### config.mk
export PLATFORM = sky130hd
export DESIGN_NAME = egress_cos_sched
export DESIGN_NICKNAME = d
export VERILOG_FILES = /design/src/rtl/egress_sched_pkg.sv /design/src/rtl/sched_prio_pick.sv /design/src/rtl/sched_rr_pick.sv /design/src/rtl/sched_lane.sv /design/src/rtl/egress_cos_sched.sv
export SDC_FILE = /design/constraint.sdc
export NUM_CORES = 2
export LEC_CHECK = 0
export BUFFER_PORTS_ARGS = -buffer_cell sky130_fd_sc_hd__buf_2
export CORE_MARGIN = 2
export CORE_UTILIZATION = 55
export DETAILED_ROUTE_END_ITERATION = 6
export HOLD_SLACK_MARGIN = 0.08
export PLACE_DENSITY = 0.77
export SLEW_MARGIN = 20
export SYNTH_ARGS = -nofsm -noshare
export SYNTH_HDL_FRONTEND = slang
export SYNTH_SLANG_ARGS = --single-unit
### constraint.sdc
create_clock -name clk -period 9.3 [get_ports clk]
set_input_delay 1.86 -clock clk [delete_from_list [all_inputs] [get_ports clk]]
set_output_delay 1.86 -clock clk [all_outputs]
set_load 0.01 [all_outputs]
### src/rtl/egress_sched_pkg.sv
// Shared definitions for the egress scheduler.
// Assumes a two-bit mode field; the spare code is treated as strict priority.
package egress_sched_pkg;
    typedef enum logic [1:0] {
        MODE_STRICT = 2'd0,
        MODE_WRR    = 2'd1,
        MODE_DRR    = 2'd2
    } sched_mode_e;
endpackage

### src/rtl/sched_prio_pick.sv
// Picks the highest-index set request.
// Assumes N >= 2; idx is 0 when no request is set.
module sched_prio_pick #(
    parameter int N  = 8,
    parameter int IW = $clog2(N)
) (
    input  logic [N-1:0]  req,
    output logic          hit,
    output logic [IW-1:0] idx
);
    // Scan upward so the last set bit found wins.
    always_comb begin
        hit = 1'b0;
        idx = '0;
        for (int k = 0; k < N; k++) begin
            if (req[k]) begin
                hit = 1'b1;
                idx = IW'(k);
            end
        end
    end
endmodule

### src/rtl/sched_rr_pick.sv
// Picks the first set request at or after start, wrapping around.
// Assumes N is a power of two, so the index arithmetic wraps by itself.
module sched_rr_pick #(
    parameter int N  = 8,
    parameter int IW = $clog2(N)
) (
    input  logic [N-1:0]  req,
    input  logic [IW-1:0] start,
    output logic          hit,
    output logic [IW-1:0] idx
);
    logic [IW-1:0] probe;

    // Circular scan from start; the first hit is kept.
    always_comb begin
        hit   = 1'b0;
        idx   = start;
        probe = start;
        for (int k = 0; k < N; k++) begin
            probe = start + IW'(k);
            if (!hit && req[probe]) begin
                hit = 1'b1;
                idx = probe;
            end
        end
    end
endmodule

### src/rtl/sched_lane.sv
// Allowance register of one queue: a packet count in WRR and a byte deficit in DRR.
// Reports whether the queue can send now with its current allowance, or after a
// new round's credit. Assumes the top raises take only for an eligible queue.
module sched_lane #(
    parameter int LW    = 14,
    parameter int WW    = 4,
    parameter int CHUNK = 10240
) (
    input  logic          clk,
    input  logic          rst_n,
    input  logic          drr,
    input  logic          ne,
    input  logic [WW-1:0] wgt,
    input  logic [LW-1:0] len,
    input  logic          clr,
    input  logic          new_round,
    input  logic          take,
    output logic          elig,
    output logic          fresh_elig
);
    localparam int DW   = $clog2((2**LW) + (2**WW - 1) * CHUNK) + 1;
    localparam int WMAX = 2**WW - 1;

    logic [DW-1:0] alw;
    logic [DW-1:0] cost;
    logic [DW-1:0] quantum;
    logic [DW-1:0] fresh;
    logic          active;

    // Price of the head packet, round credit, and the allowance after a new round.
    always_comb begin
        cost       = drr ? DW'(len) : DW'(1);
        quantum    = drr ? DW'(wgt) * DW'(CHUNK) : DW'(wgt);
        fresh      = drr ? (ne ? alw + quantum : '0) : quantum;
        active     = ne && (wgt != '0);
        elig       = active && (alw >= cost);
        fresh_elig = active && (fresh >= cost);
    end

    // Allowance update: clear, empty flush (DRR only), round reload, or charge.
    always_ff @(posedge clk) begin
        if (!rst_n)           alw <= '0;
        else if (clr)         alw <= '0;
        else if (drr && !ne)  alw <= '0;
        else if (new_round)   alw <= take ? fresh - cost : fresh;
        else if (take)        alw <= alw - cost;
    end

    // a packet count can never exceed the largest weight.
    a_r4_wrr_cap: assert property (@(posedge clk) disable iff (!rst_n)
        (!drr && !clr) |-> (alw <= DW'(WMAX)));
endmodule

### src/rtl/egress_cos_sched.sv
// Egress scheduler for NQ class-of-service queues with strict priority,
// packet-weighted round robin and byte-deficit round robin.
// Assumes NQ is a power of two. Issues one registered grant per tx_ready strobe.
module egress_cos_sched
    import egress_sched_pkg::*;
#(
    parameter int NQ    = 8,
    parameter int WW    = 4,
    parameter int LW    = 14,
    parameter int CHUNK = 10240
) (
    input  logic                 clk,
    input  logic                 rst_n,
    input  logic [1:0]           cfg_mode,
    input  logic [NQ*WW-1:0]     cfg_weight,
    input  logic [NQ-1:0]        q_nonempty,
    input  logic [NQ*LW-1:0]     q_len,
    input  logic                 tx_ready,
    output logic [$clog2(NQ)-1:0] grant_idx,
    output logic                 grant_valid
);
    localparam int IW = $clog2(NQ);

    logic [1:0]    mode_q;
    logic [IW-1:0] ptr, ptr_n;
    logic          mode_chg, weighted, drr;
    logic [NQ-1:0] wzero, elig, fresh_elig, take;
    logic [NQ-1:0] hp_req;
    logic          hp_hit, b_hit, c_hit;
    logic [IW-1:0] hp_idx, b_idx, c_idx;
    logic          new_round, gv_n;
    logic [IW-1:0] gi_n;

    // Mode decode and change detection.
    always_comb begin
        mode_chg = (cfg_mode != mode_q);
        drr      = (cfg_mode == MODE_DRR);
        weighted = (cfg_mode == MODE_WRR) || drr;
        hp_req   = weighted ? (q_nonempty & wzero) : q_nonempty;
    end

    for (genvar i = 0; i < NQ; i++) begin : g_lane
        assign wzero[i] = (cfg_weight[i*WW +: WW] == '0);
        sched_lane #(.LW(LW), .WW(WW), .CHUNK(CHUNK)) u_lane (
            .clk        (clk),
            .rst_n      (rst_n),
            .drr        (drr),
            .ne         (q_nonempty[i]),
            .wgt        (cfg_weight[i*WW +: WW]),
            .len        (q_len[i*LW +: LW]),
            .clr        (mode_chg),
            .new_round  (new_round),
            .take       (take[i]),
            .elig       (elig[i]),
            .fresh_elig (fresh_elig[i])
        );
    end

    sched_prio_pick #(.N(NQ)) u_hp (.req(hp_req), .hit(hp_hit), .idx(hp_idx));
    sched_rr_pick   #(.N(NQ)) u_cur (.req(elig), .start(ptr), .hit(b_hit), .idx(b_idx));
    sched_rr_pick   #(.N(NQ)) u_new (.req(fresh_elig), .start('0), .hit(c_hit), .idx(c_idx));

    // Grant decision: strict-ranked queues, then current round, then a new round.
    always_comb begin
        take      = '0;
        new_round = 1'b0;
        gv_n      = 1'b0;
        gi_n      = '0;
        ptr_n     = ptr;
        if (tx_ready && !mode_chg) begin
            if (hp_hit) begin
                gv_n = 1'b1;
                gi_n = hp_idx;
            end else if (weighted) begin
                if (b_hit) begin
                    gv_n        = 1'b1;
                    gi_n        = b_idx;
                    take[b_idx] = 1'b1;
                    ptr_n       = b_idx;
                end else if ((q_nonempty & ~wzero) != '0) begin
                    new_round = 1'b1;
                    ptr_n     = c_hit ? c_idx : '0;
                    if (c_hit) begin
                        gv_n        = 1'b1;
                        gi_n        = c_idx;
                        take[c_idx] = 1'b1;
                    end
                end
            end
        end
    end

    // Registered grant, round position and remembered mode.
    always_ff @(posedge clk) begin
        if (!rst_n) begin
            grant_valid <= 1'b0;
            grant_idx   <= '0;
            ptr         <= '0;
            mode_q      <= MODE_STRICT;
        end else begin
            grant_valid <= gv_n;
            if (gv_n) grant_idx <= gi_n;
            ptr         <= mode_chg ? '0 : ptr_n;
            mode_q      <= cfg_mode;
        end
    end

    // every grant answers a strobe.
    a_r1_grant_needs_ready: assert property (@(posedge clk) disable iff (!rst_n)
        grant_valid |-> $past(tx_ready));
    // the granted queue was nonempty at the strobe.
    a_r1_grant_nonempty: assert property (@(posedge clk) disable iff (!rst_n)
        grant_valid |-> ((($past(q_nonempty) >> grant_idx) & NQ'(1)) != '0));
    // in strict mode no higher-index queue was waiting.
    a_r2_strict_top: assert property (@(posedge clk) disable iff (!rst_n)
        (grant_valid && ($past(cfg_mode) != MODE_WRR) && ($past(cfg_mode) != MODE_DRR))
        |-> (($past(q_nonempty) >> grant_idx) == NQ'(1)));
    // a mode switch suppresses the grant of that cycle.
    a_r9_switch_quiet: assert property (@(posedge clk) disable iff (!rst_n)
        ($past(cfg_mode) != $past(mode_q)) |-> !grant_valid);
endmodule

==> results.sh <==
export IMPL_crit_path_end_kind="flip-flop"
export IMPL_status="finished, final reports clean"
export IMPL_final_cell_area_um2=30200
export IMPL_yosysUniqueCellTypes=104
export IMPL_layout_min_cycle_time_ps=8640
export IMPL_insertion_delay_ps=520
export IMPL_slowest_stage="a311oi_1"
export IMPL_max_stage_delay_ps=690
export IMPL_slew_limit_headroom_pct=33.9
export IMPL_grt_setup_unrepaired="no"
export IMPL_crit_buf_inv=4
export IMPL_start_util_pct=55.7
export IMPL_cp_arrival_ps=9020
export IMPL_placed_area_um2=29500
export IMPL_hold_buffers=0
export IMPL_min_path_type="flip-flop to flip-flop"
export IMPL_drt_iter0_drc=2409
export IMPL_wl_per_cell_um=18.8
export IMPL_dieArea_um2=52600
export IMPL_dp_cells=4632
export IMPL_vias=29600
export IMPL_swShare_pct=37.0
export IMPL_place_hpwl_um=68000
export IMPL_power_density_nw_per_um2=78.7
export IMPL_ys_ff_latch=161
export IMPL_synth_nets=4417
export IMPL_synth_ff_type="dfxtp_1"
export IMPL_worstHoldStart="g_lane[5].u_lane.alw[0]"
export IMPL_rr_startpoint="g_lane[2].u_lane.alw[0]"
export IMPL_synth_seq_area_share_pct=11.5
export IMPL_io_buffers=160
export IMPL_mostFrequentLayoutCells="387 x nand2_1, 384 x nor2_1, 346 x ha_1, 312 x a21oi_1, 218 x o21ai_0"
export IMPL_p_clk_share_pct=35.9
export IMPL_syn_area_um2=27900
export IMPL_synth_async_reset_ratio_pct=0
export IMPL_cp_top_family="compound AO/OA/AOI/OAI gates"
export IMPL_track_usage_pct=32.5
export IMPL_overflow=0
export IMPL_min_period_over_period_pct=92.8
export IMPL_cts_sinks=161
export IMPL_p_seq_share_pct=29.2
export IMPL_max_cap_violations=0
export IMPL_p_int_mw=1.50
export IMPL_ant_nets=0
export IMPL_std_cell_rows=82
export IMPL_synth_area_per_cell_um2=7.20
export IMPL_post_cts_buffers=0
export IMPL_syn_inst=3881
export IMPL_max_freq_mhz=116
export IMPL_grt_pass1_wl_um=141000
export IMPL_yosys_warnings=0
export IMPL_wirelength_um=87600
export IMPL_p_leak_nw=12.8
export IMPL_synth_edf_count=0
export IMPL_grt_pass1_vias=27700
export IMPL_antenna_found_initial=1
export IMPL_hold_viol_final=0
export IMPL_clk_pin_slew_ps=70
export IMPL_combPwrFrac_pct=34.9
export IMPL_htree_num_levels=4
export IMPL_num_nets_final=4515
export IMPL_switchingPower_uw=880
export IMPL_cts_resized=0
export IMPL_worstMarginPinSlew_ps=992
export IMPL_grt_max_degree=88
export IMPL_gp_congestion=0.963
export IMPL_cts_root_buf="clkbuf_16"
export IMPL_path_class="input port to flip-flop"
export IMPL_layout_commonest_cell="nand2_1"
export IMPL_fin_worst_skew_ps=12.9
export IMPL_syn_to_final_growth_pct=8.08
export IMPL_ios=161
export IMPL_ir_worst_vdd_mv=0.150
export IMPL_numCtsBuffers=17
export IMPL_die_h_um=229
export IMPL_drc=0
export IMPL_cts_tree="done"
export IMPL_die_x_um=229
export IMPL_drv_slew=0
export IMPL_cp_startpoint="cfg_mode[0]"
export IMPL_cp_required_ps=9680
export IMPL_viasPerCell=6.34
export IMPL_layout_cells_non_filler=4665
export IMPL_clk_path_buf_depth=2
export IMPL_core_um2=50200
export IMPL_layout_drive_gt1_share_pct=7.84
export IMPL_critPathLaunchType="input port"
export IMPL_cp_max_fo=57
export IMPL_first_pass_iters=7
export IMPL_finalSetupTns_ps=0
export IMPL_setup_violations=0
path summary, 6_finish.rpt:
path / end / slack [ps] / depth (start not counted)
setup / recovery: g_lane[6].u_lane.alw[10] / 660 / 25
hold / removal: g_lane[5].u_lane.alw[0] / 510 / 2
setup reg to reg: g_lane[6].u_lane.alw[10] / 2510 / 23
hold reg to reg: g_lane[5].u_lane.alw[0] / 510 / 2
tightest hold or removal path: stages, from the launching register on:
cell and delay, ps:
dfxtp_1 320, inv_1 70, a311oi_1 70
metrics by stage:
step | util (%) | hold slack [ps] | power, mW | worst slack, ps
detailed placement | 58.9 | 498 | 1.52 | 267
global route | 60.2 | 554 | 2.48 | 65.1
finish | 60.2 | 510 | 2.38 | 665
global placement | 58.9 | 498 | 1.51 | 474
CTS | 60.2 | 507 | 2.37 | 813
floorplan | - | 471 | 1.29 | 644
logic make-up (layout without fill, tap and decap cells):
family                   Yosys count  after routing  share of synthesized area (%)
AND/OR/NAND/NOR                 1475           1475                           26.0
AO/OA/AOI/OAI                   1182           1182                           27.5
adder cells (fa/ha/maj)          379            379                           17.8
XOR/XNOR                         314            314                           9.84
buffers and inverters            281            392                           3.98
flip-flops                       161            161                           11.5
multiplexers                      89             89                           3.29
other                              0              1                              0
synthesized netlist by cell type (36+ instances only):
| master | n | share of area, % |
|---|---|---|
| nand2b_1 | 76 | 1.7 |
| o22ai_1 | 92 | 2.1 |
| nor2_1 | 384 | 5.2 |
| clkbuf_1 | 96 | 1.3 |
| nor2b_1 | 89 | 2.0 |
| a31oi_1 | 42 | 0.94 |
| a21o_1 | 100 | 2.7 |
| and2_1 | 66 | 1.5 |
| inv_1 | 150 | 2.0 |
| a21oi_1 | 313 | 5.6 |
| o21ai_0 | 220 | 3.9 |
| nor3_1 | 119 | 2.1 |
| dfxtp_1 | 161 | 12 |
| nor4_1 | 42 | 0.94 |
| a21boi_0 | 36 | 0.97 |
| nand2_1 | 388 | 5.2 |
| a211oi_1 | 95 | 2.6 |
| mux2i_1 | 81 | 2.9 |
| nand4_1 | 58 | 1.3 |
| xor2_1 | 147 | 4.6 |
| ha_1 | 347 | 16 |
| xnor2_1 | 167 | 5.2 |
| o21a_1 | 41 | 1.1 |
| and3_1 | 38 | 0.85 |
| nand3_1 | 79 | 1.4 |
cell type report:
cell class                 instances  area, µm²
multi-input combinational       3439      23700
sequential                       161       3220
timing repair buffer             208       1210
inverter                         152        571
tap                              672        841
antenna                            1       2.50
clock buffer                      19        443
fill                            4712      20000
clock inverter                    13        210
sequential cells by signal, indices dropped and copies added, names as in the netlist:
register           flops
mode_q                 2
grant_valid            1
ptr                    3
grant_idx              3
g_lane.u_lane.alw    152
layer usage:
| layer | vias up | GRT usage [%] | wire length [µm] | part of all wire, % |
|---|---|---|---|---|
| met4 | 0 | 12.7 | 3120 | 3.6 |
| met2 | 1177 | 53.0 | 39400 | 45 |
| met5 | - | 0 | 0 | 0 |
| met1 | 13700 | 43.1 | 38500 | 44 |
| li1 | 14500 | - | - | - |
| met3 | 208 | 4.76 | 6540 | 7.5 |
power by group through the flow:
stage | logic [mW] | registers [mW] | clock network [mW]
2_1_floorplan | 0.579 | 0.708 | 0
3_3_place_gp | 0.801 | 0.709 | 0
3_5_place_dp | 0.810 | 0.709 | 0
4_1_cts | 0.816 | 0.693 | 0.860
5_1_grt | 0.914 | 0.693 | 0.878
6_report | 0.830 | 0.693 | 0.853
Power figures use the tool's default switching activity.
